### src/rtl/dii_pkg.sv
package dii_pkg;

    localparam int REG_ADDR_W = 3;

    typedef enum logic [REG_ADDR_W-1:0] {
        SEL_LEVELS   = 3'd0,
        SEL_ENABLE   = 3'd1,
        SEL_MODE     = 3'd2,
        SEL_POLARITY = 3'd3,
        SEL_PENDING  = 3'd4
    } reg_sel_e;

endpackage

### src/rtl/dii_sync.sv
module dii_sync #(
    parameter int N_CH   = 32,
    parameter int STAGES = 2
) (
    input  logic            clk,
    input  logic            rst,
    input  logic [N_CH-1:0] raw_i,
    output logic [N_CH-1:0] sync_o
);

    logic [N_CH-1:0] chain [STAGES];

    always_ff @(posedge clk) begin
        if (rst) chain[0] <= '0;
        else     chain[0] <= raw_i;
    end

    for (genvar s = 1; s < STAGES; s++) begin : g_stage
        always_ff @(posedge clk) begin
            if (rst) chain[s] <= '0;
            else     chain[s] <= chain[s-1];
        end
    end

    assign sync_o = chain[STAGES-1];

endmodule

### src/rtl/dii_detect.sv
module dii_detect #(
    parameter int N_CH = 32
) (
    input  logic            clk,
    input  logic            rst,
    input  logic [N_CH-1:0] level_i,
    input  logic [N_CH-1:0] enable_i,
    input  logic [N_CH-1:0] mode_i,
    input  logic [N_CH-1:0] polarity_i,
    output logic [N_CH-1:0] set_o
);

    logic [N_CH-1:0] prev_q;

    always_ff @(posedge clk) begin
        if (rst) prev_q <= '0;
        else     prev_q <= level_i;
    end

    for (genvar c = 0; c < N_CH; c++) begin : g_chan
        logic edge_hit;
        logic level_hit;
        assign edge_hit  = level_i[c] ^ prev_q[c];
        assign level_hit = ~(level_i[c] ^ polarity_i[c]);
        assign set_o[c]  = enable_i[c] & (mode_i[c] ? edge_hit : level_hit);
    end

endmodule

### src/rtl/dii_regs.sv
module dii_regs
    import dii_pkg::*;
#(
    parameter int N_CH  = 32,
    parameter int BUS_W = 32
) (
    input  logic                  clk,
    input  logic                  rst,
    input  logic [REG_ADDR_W-1:0] addr_i,
    input  logic                  we_i,
    input  logic [BUS_W-1:0]      wdata_i,
    input  logic [N_CH-1:0]       level_i,
    input  logic [N_CH-1:0]       set_i,
    output logic [N_CH-1:0]       enable_o,
    output logic [N_CH-1:0]       mode_o,
    output logic [N_CH-1:0]       polarity_o,
    output logic [N_CH-1:0]       pending_o,
    output logic [N_CH-1:0]       clear_o,
    output logic [BUS_W-1:0]      rdata_o
);

    logic [N_CH-1:0] wbits;
    reg_sel_e        sel;

    assign wbits = wdata_i[N_CH-1:0];
    assign sel   = reg_sel_e'(addr_i);
    assign clear_o = (we_i && sel == SEL_PENDING) ? wbits : '0;

    always_ff @(posedge clk) begin
        if (rst) begin
            enable_o   <= '0;
            mode_o     <= '0;
            polarity_o <= '0;
        end else if (we_i) begin
            case (sel)
                SEL_ENABLE:   enable_o   <= wbits;
                SEL_MODE:     mode_o     <= wbits;
                SEL_POLARITY: polarity_o <= wbits;
                default: ;
            endcase
        end
    end

    always_ff @(posedge clk) begin
        if (rst) pending_o <= '0;
        else     pending_o <= (pending_o & ~clear_o) | set_i;
    end

    always_comb begin
        rdata_o = '0;
        case (sel)
            SEL_LEVELS:   rdata_o = BUS_W'(level_i);
            SEL_ENABLE:   rdata_o = BUS_W'(enable_o);
            SEL_MODE:     rdata_o = BUS_W'(mode_o);
            SEL_POLARITY: rdata_o = BUS_W'(polarity_o);
            SEL_PENDING:  rdata_o = BUS_W'(pending_o);
            default:      rdata_o = '0;
        endcase
    end

endmodule

### src/rtl/dii_ctrl.sv
module dii_ctrl
    import dii_pkg::*;
#(
    parameter int N_CH        = 32,
    parameter int BUS_W       = 32,
    parameter int SYNC_STAGES = 2
) (
    input  logic                  clk,
    input  logic                  rst,
    input  logic [N_CH-1:0]       pins_i,
    input  logic [REG_ADDR_W-1:0] bus_addr_i,
    input  logic                  bus_we_i,
    input  logic [BUS_W-1:0]      bus_wdata_i,
    output logic [BUS_W-1:0]      bus_rdata_o,
    output logic                  irq_o
);

    logic [N_CH-1:0] level;
    logic [N_CH-1:0] enable;
    logic [N_CH-1:0] mode;
    logic [N_CH-1:0] polarity;
    logic [N_CH-1:0] pending;
    logic [N_CH-1:0] clear;
    logic [N_CH-1:0] set_vec;

    dii_sync #(.N_CH(N_CH), .STAGES(SYNC_STAGES)) u_sync (
        .clk    (clk),
        .rst    (rst),
        .raw_i  (pins_i),
        .sync_o (level)
    );

    dii_detect #(.N_CH(N_CH)) u_detect (
        .clk        (clk),
        .rst        (rst),
        .level_i    (level),
        .enable_i   (enable),
        .mode_i     (mode),
        .polarity_i (polarity),
        .set_o      (set_vec)
    );

    dii_regs #(.N_CH(N_CH), .BUS_W(BUS_W)) u_regs (
        .clk        (clk),
        .rst        (rst),
        .addr_i     (bus_addr_i),
        .we_i       (bus_we_i),
        .wdata_i    (bus_wdata_i),
        .level_i    (level),
        .set_i      (set_vec),
        .enable_o   (enable),
        .mode_o     (mode),
        .polarity_o (polarity),
        .pending_o  (pending),
        .clear_o    (clear),
        .rdata_o    (bus_rdata_o)
    );

    assign irq_o = |pending;

    // a pending bit only rises on a channel that was enabled
    a_r3_disabled_quiet: assert property (@(posedge clk) disable iff (rst)
        ((pending & ~$past(pending) & ~$past(enable)) == '0));

    // a met level condition is pending one clock later
    a_r2_level_sets: assert property (@(posedge clk) disable iff (rst)
        (($past(enable & ~mode & ~(level ^ polarity)) & ~pending) == '0));

    // any input transition on an enabled edge channel is pending
    a_r4_edge_sets: assert property (@(posedge clk) disable iff (rst)
        (($past(enable & mode) & ($past(level) ^ $past(level, 2)) & ~pending) == '0));

    // a pending bit not written with 1 stays set
    a_r5_zero_keeps: assert property (@(posedge clk) disable iff (rst)
        (($past(pending & ~clear) & ~pending) == '0));

    // set and clear together leave the bit set
    a_r9_set_beats_clear: assert property (@(posedge clk) disable iff (rst)
        (($past(set_vec & clear) & ~pending) == '0));

endmodule

### config.mk
export PLATFORM = sky130hd
export DESIGN_NAME = dii_ctrl
export DESIGN_NICKNAME = d
export VERILOG_FILES = /design/src/rtl/dii_pkg.sv /design/src/rtl/dii_sync.sv /design/src/rtl/dii_detect.sv /design/src/rtl/dii_regs.sv /design/src/rtl/dii_ctrl.sv
export SDC_FILE = /design/constraint.sdc
export NUM_CORES = 1
export LEC_CHECK = 0
export BUFFER_PORTS_ARGS = -buffer_cell sky130_fd_sc_hd__clkbuf_2
export CORE_MARGIN = 4
export CORE_UTILIZATION = 57
export DETAILED_ROUTE_END_ITERATION = 7
export PLACE_DENSITY = 0.85
export SYNTH_ARGS = -nofsm -noshare
export SYNTH_HDL_FRONTEND = slang
export SYNTH_SLANG_ARGS = --single-unit
### constraint.sdc
create_clock -name clk -period 1.8 [get_ports clk]
set_input_delay 0.18 -clock clk [delete_from_list [all_inputs] [get_ports clk]]
set_output_delay 0.18 -clock clk [all_outputs]
set_load 0.005 [all_outputs]
==> flow_metrics.tcl, run 1 <==
set metrics [dict create \
    status "finished, violations left" \
    violations "negative setup slack" \
    cp.required_ps 1620 \
    root_buffer "clkbuf_16" \
    syn-num-nets 1126 \
    syn_to_final_growth_pct 24.9 \
    hold_violations 0 \
    min_from "rst" \
    rr_startpoint "u_regs.mode_o[29]" \
    drc 0 \
    grt_use_total_pct 26.9 \
    start_util_pct 58.7 \
    rsz0062_at_grt "yes" \
    yosysWarnings 0 \
    ir_worst_vdd_mv 0.756 \
    cts_sinks 224 \
    synth_area_leader_cell "dfxtp_1" \
    clk_path_buf_depth 3 \
    yosys_register_bits 224 \
    ys_seq_area_share_pct 47.7 \
    core_area_sq_um 16000 \
    start_kind "flip-flop" \
    critPathMaxFanout 3 \
    port_buffers 102 \
    layout.cells.most_common "dfxtp_1" \
    netlist_area_sq_um 9400 \
    total_power_mw 10.8 \
    grt_max_degree 71 \
    die_h_microns 136 \
    slowest_stage "nor4_1" \
    netlist_instances 1056 \
    maxSlewHeadroom_pct 67.3 \
    arrival_ps 1790 \
    min_period_over_period_pct 109 \
    worstSetupStartpoint "u_regs.pending_o[25]" \
    synth_area_leaders "dfxtp_1 48%, nand2_1 7.7%, a21oi_1 6.8%" \
    clk_pin_slew_ps 60 \
    avgSynthCellArea_sq_um 8.90 \
    worst_pin_slew_ps 491 \
    grt_pass1_wl_microns 40700 \
    vias 8324 \
    hold_path_class "in2reg" \
    final_cell_mix "215 x dfxtp_1, 193 x nand2_1, 128 x a21oi_1" \
    powerDensity_nw_per_um2 922 \
    fin_cells 1439 \
    antenna_found_initial 0 \
    dp.cells 1337 \
    avgViaCountPerCell 5.78 \
    gp_congestion 0.821 \
    drive_gt1_share_pct 18.6 \
    antenna_cells 0 \
    cts_inserted_buffers 23 \
    firstDrtPassIters 5 \
    setup_ws_ps -168 \
    cap_viol_max_count 0 \
    pin_count 103 \
    crit_type "reg2out" \
    synth_top_area_share_pct 47.7 \
    p_leak_nw 4.87 \
    rows 46 \
    antenna_left 0 \
    drtIter0Drc 808 \
    synth_cell_types 30 \
    htree_num_levels 1 \
    slowest_delay_ps 450 \
    grt-ovfl-total 0 \
    setup_violations 1 \
    routedWlPerCell_microns 17.4 \
    routed_wl_microns 25100 \
    fin_skew_ps 5.46 \
    cts_tree "built" \
    fin_nets 1280 \
    max_freq_mhz 508 \
    dp_hpwl_microns 15400 \
    insertion_delay_ps 500 \
    crit_chain "nor4_1 > nand4_1 > or2_4 > clkbuf_2" \
    die_w_microns 136 \
    endpoint_kind "output pin" \
    maxSlewViolCount 0 \
    grt_pass1_vias 8305 \
    min_period_ps 1970 \
    die_area_sq_um 18600 \
]
==> kinds of logic after synthesis <==
group | count (synthesis) | synth area share [%]
mux | 63 | 8.37
compound gates | 224 | 15.3
buf+inv | 76 | 3.86
flops | 224 | 47.7
simple gates | 469 | 24.8
==> timing repair <==
item	CTS	global route
hold buffers	64	0
hold endpoints to repair	128	0
setup endpoints to repair	1	4
resized for setup	14	7
setup buffers	1	0
pin swaps	5	4
gates cloned	0	0
==> layout make-up <==
type	instances	area, sq um
Clock buffer	33	693
Clock inverter	5	52.6
Fill cell	1152	4260
Inverter	2	7.51
Multi-Input combinational cell	756	4650
Sequential cell	224	4500
Tap cell	216	270
Timing Repair Buffer	203	1560
==> stage by stage <==
stage               util, %  instance area (sq um)  TNS [ps]  hold slack (ps)  setup slack [ps]
floorplan                 -                   9400         0              308               430
global placement       64.2                  10300         0              387               122
detailed placement     64.2                  10300         0              394               123
CTS                    73.3                  11700      -149              146              -149
global route           73.4                  11700      -210              170              -210
finish                 73.4                  11700      -168              140              -168
==> worst paths after layout <==
kind / depth (start not counted) / endpoint / slack (ps)
hold reg to reg: 1 / u_sync.chain[1][0] / 430
setup / recovery: 4 / irq_o / -170
setup reg to reg: 3 / u_regs.pending_o[29] / 580
hold / removal: 3 / u_detect.prev_q[4] / 140
==> registers in the layout, summed over array words and instances, names as in the netlist <==
name               count
u_detect.prev_q       32
u_regs.mode_o         32
u_regs.enable_o       32
u_regs.pending_o      32
u_regs.polarity_o     32
u_sync.chain          64
==> critical path: cells and delay by family (launching register included) <==
kind,cells,cell delay (ps)
buffers and inverters,1,110
and+or+nand+nor,3,850
DFF,1,330
==> power by group <==
group	total [mW]	internal (mW)	leakage, nW	switching [mW]
sequential	5.21	5.11	1.83	0.0999
combinational	0.933	0.466	2.67	0.467
clock	4.69	2.79	0.369	1.89
==> layer usage <==
metal,track usage (%),vias to the layer above,part of all wire [%]
met3,4.26,64,8.1
li1,-,3920,-
met5,0,-,0
met2,46.2,360,49
met1,34.2,3980,40
met4,9.69,0,3.3
==> cell usage after synthesis <==
master,number
dfxtp_1,224
nand2_1,193
a21oi_1,128
nor2b_1,96
nor2_1,64
clkbuf_1,38
nand2b_1,33
o21ai_0,33
a41o_1,32
and2_1,32
or3_1,32
a221o_1,31
mux2i_1,31
mux2_4,28
buf_2,23
nor4_1,8
buf_1,5
buf_6,5
buf_4,3
mux2_2,3
inv_1,2
nand4_1,2
nand4bb_1,2
nor4bb_1,2
and4b_1,1
and4bb_2,1
mux4_2,1
nand4b_1,1
nor3b_2,1
or2_2,1
Note: power is estimated with default switching activity, not from simulation.
==> run 2: changes to the inputs <==
Settings changed: TNS_END_PERCENT set to 10.
==> flow_metrics.tcl, run 2 (synthesis results as in run 1) <==
set metrics [dict create \
    status "finished, violations left" \
    violations "negative setup slack" \
    cap_viol_max_count 0 \
    die_h_microns 136 \
    regMostFlops "u_sync.chain" \
    arrival_ps 1790 \
    core_area_sq_um 16000 \
    dpl_cell_area_sq_um 10300 \
    port_buffers 102 \
    cp.required_ps 1620 \
    start_kind "flip-flop" \
    grt-ovfl-total 0 \
    rr_startpoint "u_regs.mode_o[29]" \
    root_buffer "clkbuf_16" \
    rows 46 \
    gp_congestion 0.821 \
    post-place-ws_ps 123 \
    fin_nets 1280 \
    syn_to_final_growth_pct 24.9 \
    crit_type "reg2out" \
    antenna_found_initial 0 \
    avgViaCountPerCell 5.81 \
    antenna_cells 0 \
    maxSlewHeadroom_pct 67.5 \
    ff2ff_setup_slack_ps 580 \
    maxSlewViolCount 0 \
    grt_pass1_wl_microns 40700 \
    setup_violations 1 \
    firstDrtPassIters 6 \
    hold_path_class "in2reg" \
    drive_gt1_share_pct 18.6 \
    grt_max_degree 71 \
    final_cell_mix "215 x dfxtp_1, 193 x nand2_1, 128 x a21oi_1" \
    dp.cells 1337 \
    fin_cells 1439 \
    cts_sinks 224 \
    max_freq_mhz 508 \
    hold_end "u_detect.prev_q[4]" \
    grt_pass1_vias 8305 \
    clk_path_buf_depth 3 \
    largest_reg_flops 64 \
    cts_inserted_buffers 23 \
    routedWlPerCell_microns 17.5 \
    min_period_ps 1970 \
    ir_worst_vdd_mv 0.756 \
    routed_wl_microns 25100 \
    pin_count 103 \
    grt_use_total_pct 26.9 \
    rsz0062_at_grt "yes" \
    drtIter0Drc 808 \
    hold_violations 0 \
    total_power_mw 10.8 \
    powerDensity_nw_per_um2 922 \
    cts_tree "built" \
    final_util_pct 73.4 \
    die_w_microns 136 \
    drc 0 \
    endpoint_kind "output pin" \
    worst_pin_slew_ps 487 \
    fin_skew_ps 5.42 \
    vias 8365 \
    start_util_pct 58.7 \
    antenna_left 0 \
    whs_path_depth 3 \
    htree_num_levels 1 \
    insertion_delay_ps 500 \
    reg2regPathDepth 3 \
    clk_pin_slew_ps 60 \
    r2r-end "u_regs.pending_o[29]" \
    die_area_sq_um 18600 \
    min_from "rst" \
    min_period_over_period_pct 109 \
    critPathMaxFanout 3 \
    dp_hpwl_microns 15400 \
    fin_area_sq_um 11700 \
    p_leak_nw 4.86 \
    layout.cells.most_common "dfxtp_1" \
    setup_ws_ps -167 \
]
## run 2: changes by cell type in the layout (fill, tap and decap cells not counted)
cell	change
clkbuf_2	+1
o21ai_0	+1
o21ai_1	-1
buf_2	-1
## run 2: routing by layer
metal	track usage [%]	routed length (microns)
met5	0	0
met4	9.69	865
met3	4.26	2010
met2	46.2	12300
met1	34.2	9990
## run 2: metrics by stage
stage / setup TNS (ps) / hold slack (ps)
after floorplan: 0 / 308
after global placement: 0 / 387
after detailed placement: 0 / 394
after CTS: -149 / 146
after global routing: -227 / 170
final: -167 / 143
## run 2: power breakdown
part           internal [mW]  switching [mW]
Clock                   2.79            1.89
Sequential              5.11          0.0998
Combinational          0.466           0.467
Total                   8.37            2.46
## run 2: worst max path at each step
stage,startpoint,end,slack (ps),depth (start not counted)
finish,u_regs.pending_o[25],irq_o,-170,4
CTS,u_regs.pending_o[9],irq_o,-150,4
global route,u_regs.pending_o[1],irq_o,-210,4
floorplan,bus_addr_i[1],bus_rdata_o[10],430,5
detailed placement,bus_addr_i[1],bus_rdata_o[24],120,5
global placement,bus_addr_i[1],bus_rdata_o[3],120,5
## run 2: layout make-up
class | instances | area (sq um)
clock inverter | 5 | 52.6
multi-input combinational | 756 | 4650
clock buffer | 33 | 693
timing repair buffer | 203 | 1560
fill | 1152 | 4260
inverter | 2 | 7.51
sequential | 224 | 4500
tap | 216 | 270
## run 2: critical path, stage by stage (launching register included)
cell and delay, ps:
dfxtp_1 330, nor4_1 450, nand4_1 130, or2_4 270
clkbuf_2 110
## run 2: timing repair
action / in CTS / in global routing
pin swaps: 5 / 4
buffers inserted: 1 / 0
endpoints found under the setup margin: 1 / 4
resized for setup: 14 / 5
hold buffers: 64 / 0
endpoints found under the hold margin: 128 / 0
==> run 3: changes to the inputs <==
==> constraint.sdc (replaced) <==
create_clock -name clk -period 1.8 [get_ports clk]
set_input_delay 0.27 -clock clk [delete_from_list [all_inputs] [get_ports clk]]
set_output_delay 0.27 -clock clk [all_outputs]
set_load 0.005 [all_outputs]
==> flow_metrics.tcl, run 3 (synthesis results as in run 1) <==
set metrics [dict create \
    status "finished, violations left" \
    violations "negative setup slack" \
    layout.cells.most_common "nand2_1" \
    htree_num_levels 1 \
    setup_violations 9 \
    crit_buf_inv 2 \
    start_kind "flip-flop" \
    routedWlPerCell_microns 17.9 \
    fin_skew_ps 9.30 \
    critPathTopFamily "simple AND/OR/NAND/NOR gates" \
    fillCellCount 1155 \
    crit_chain "nor4_4 > buf_4 > nand4_1 > or2_4 > buf_6" \
    rsz0062_at_grt "yes" \
    dp_hpwl_microns 15900 \
    hold_violations 0 \
    die_h_microns 136 \
    maxSlewViolCount 0 \
    grt_pass1_wl_microns 40900 \
    grt_pass1_vias 8199 \
    start_util_pct 58.7 \
    reg2regPathDepth 4 \
    vias 8379 \
    p_leak_nw 4.89 \
    grt-ovfl-total 0 \
    cts_inserted_buffers 24 \
    powerDensity_nw_per_um2 980 \
    grt_max_degree 44 \
    whs_path_depth 2 \
    drc 0 \
    multi_input_area_sq_um 4660 \
    cp.depth 5 \
    pin_count 103 \
    final_cell_mix "193 x nand2_1, 158 x dfxtp_1, 128 x a21oi_1" \
    min_period_ps 2110 \
    drtIter0Drc 912 \
    clk_pin_slew_ps 60 \
    ff2ff_setup_slack_ps 540 \
    die_w_microns 136 \
    worst_pin_slew_ps 506 \
    antenna_found_initial 0 \
    regArea_sq_um 4570 \
    arrival_ps 1840 \
    endpoint_kind "output pin" \
    clk_path_buf_depth 3 \
    crit_type "reg2out" \
    slowest_delay_ps 330 \
    hold_slack_ps 9.08 \
    post-place-ws_ps -5.23 \
    antenna_left 0 \
    firstDrtPassIters 6 \
    setup_ws_ps -313 \
    largest_reg_flops 64 \
    cap_viol_max_count 0 \
    syn_to_final_growth_pct 24.7 \
    cts_sinks 224 \
    routed_wl_microns 25500 \
    fin_nets 1259 \
    grt_use_total_pct 27.2 \
    drive_gt1_share_pct 25.2 \
    gp_congestion 0.863 \
    port_buffers 102 \
    die_area_sq_um 18600 \
    cp.required_ps 1530 \
    maxSlewHeadroom_pct 66.3 \
    hold_path_class "in2reg" \
    max_freq_mhz 473 \
    final_util_pct 73.2 \
    rows 46 \
    ir_worst_vdd_mv 0.871 \
    insertion_delay_ps 510 \
    root_buffer "clkbuf_16" \
    slowest_stage "dfxtp_2" \
    regMostFlops "u_sync.chain" \
    core_area_sq_um 16000 \
    antenna_cells 0 \
    critPathMaxFanout 2 \
    avgViaCountPerCell 5.89 \
    min_period_over_period_pct 117 \
    cts_tree "built" \
]
-- run 3: repair_timing --
action | 4_1_cts | 5_1_grt
pin swaps | 31 | 3
hold buffers | 29 | 1
hold endpoints to repair | 29 | 1
gates resized for setup | 65 | 16
buffers inserted | 2 | 0
setup endpoints to repair | 32 | 32
-- run 3: cell type report --
type,count,share of cell area [%]
multi-input combinational,756,39.8
sequential,224,39.0
timing repair buffer,181,11.4
clock buffer,33,6.19
tap,216,2.31
clock inverter,10,1.28
inverter,2,0.0641
-- run 3: per-stage QoR --
step | area [sq um] | instances | total power [mW] | setup TNS, ps
final | 11700 | 1422 | 11.5 | -539
after global routing | 11700 | 1422 | 11.8 | -1340
after CTS | 11700 | 1421 | 11.5 | -480
after detailed placement | 10400 | 1348 | 6.12 | -5.23
after global placement | 10400 | 1348 | 6.10 | 0
after floorplan | 9400 | 1056 | 5.76 | 0
-- run 3: worst reg2reg max path, delay by kind of cell, from the launching register on --
kind	cells	cell delay, ps
AND/OR/NAND/NOR	2	470
buffers and inverters	1	130
AO/OA/AOI/OAI	1	230
flip-flops	1	320
-- run 3: where the power goes --
| group | leakage (nW) | switching [mW] | internal, mW | total, mW |
|---|---|---|---|---|
| sequential | 1.85 | 0.102 | 5.12 | 5.22 |
| clock | 0.440 | 1.98 | 3.38 | 5.35 |
| combinational | 2.60 | 0.468 | 0.446 | 0.914 |
-- run 3: final timing paths --
kind	end	start
hold / removal	u_sync.chain[0][22]	pins_i[22]
setup reg to reg	u_regs.pending_o[0]	u_regs.mode_o[0]
setup / recovery	irq_o	u_regs.pending_o[8]
hold reg to reg	u_sync.chain[1][13]	u_sync.chain[0][13]
-- run 3: layer usage --
metal  share of wire, %  track usage (%)
met5                  0                0
met4                3.2             9.13
met3                8.6             5.00
met2                 48             45.6
met1                 40             35.3
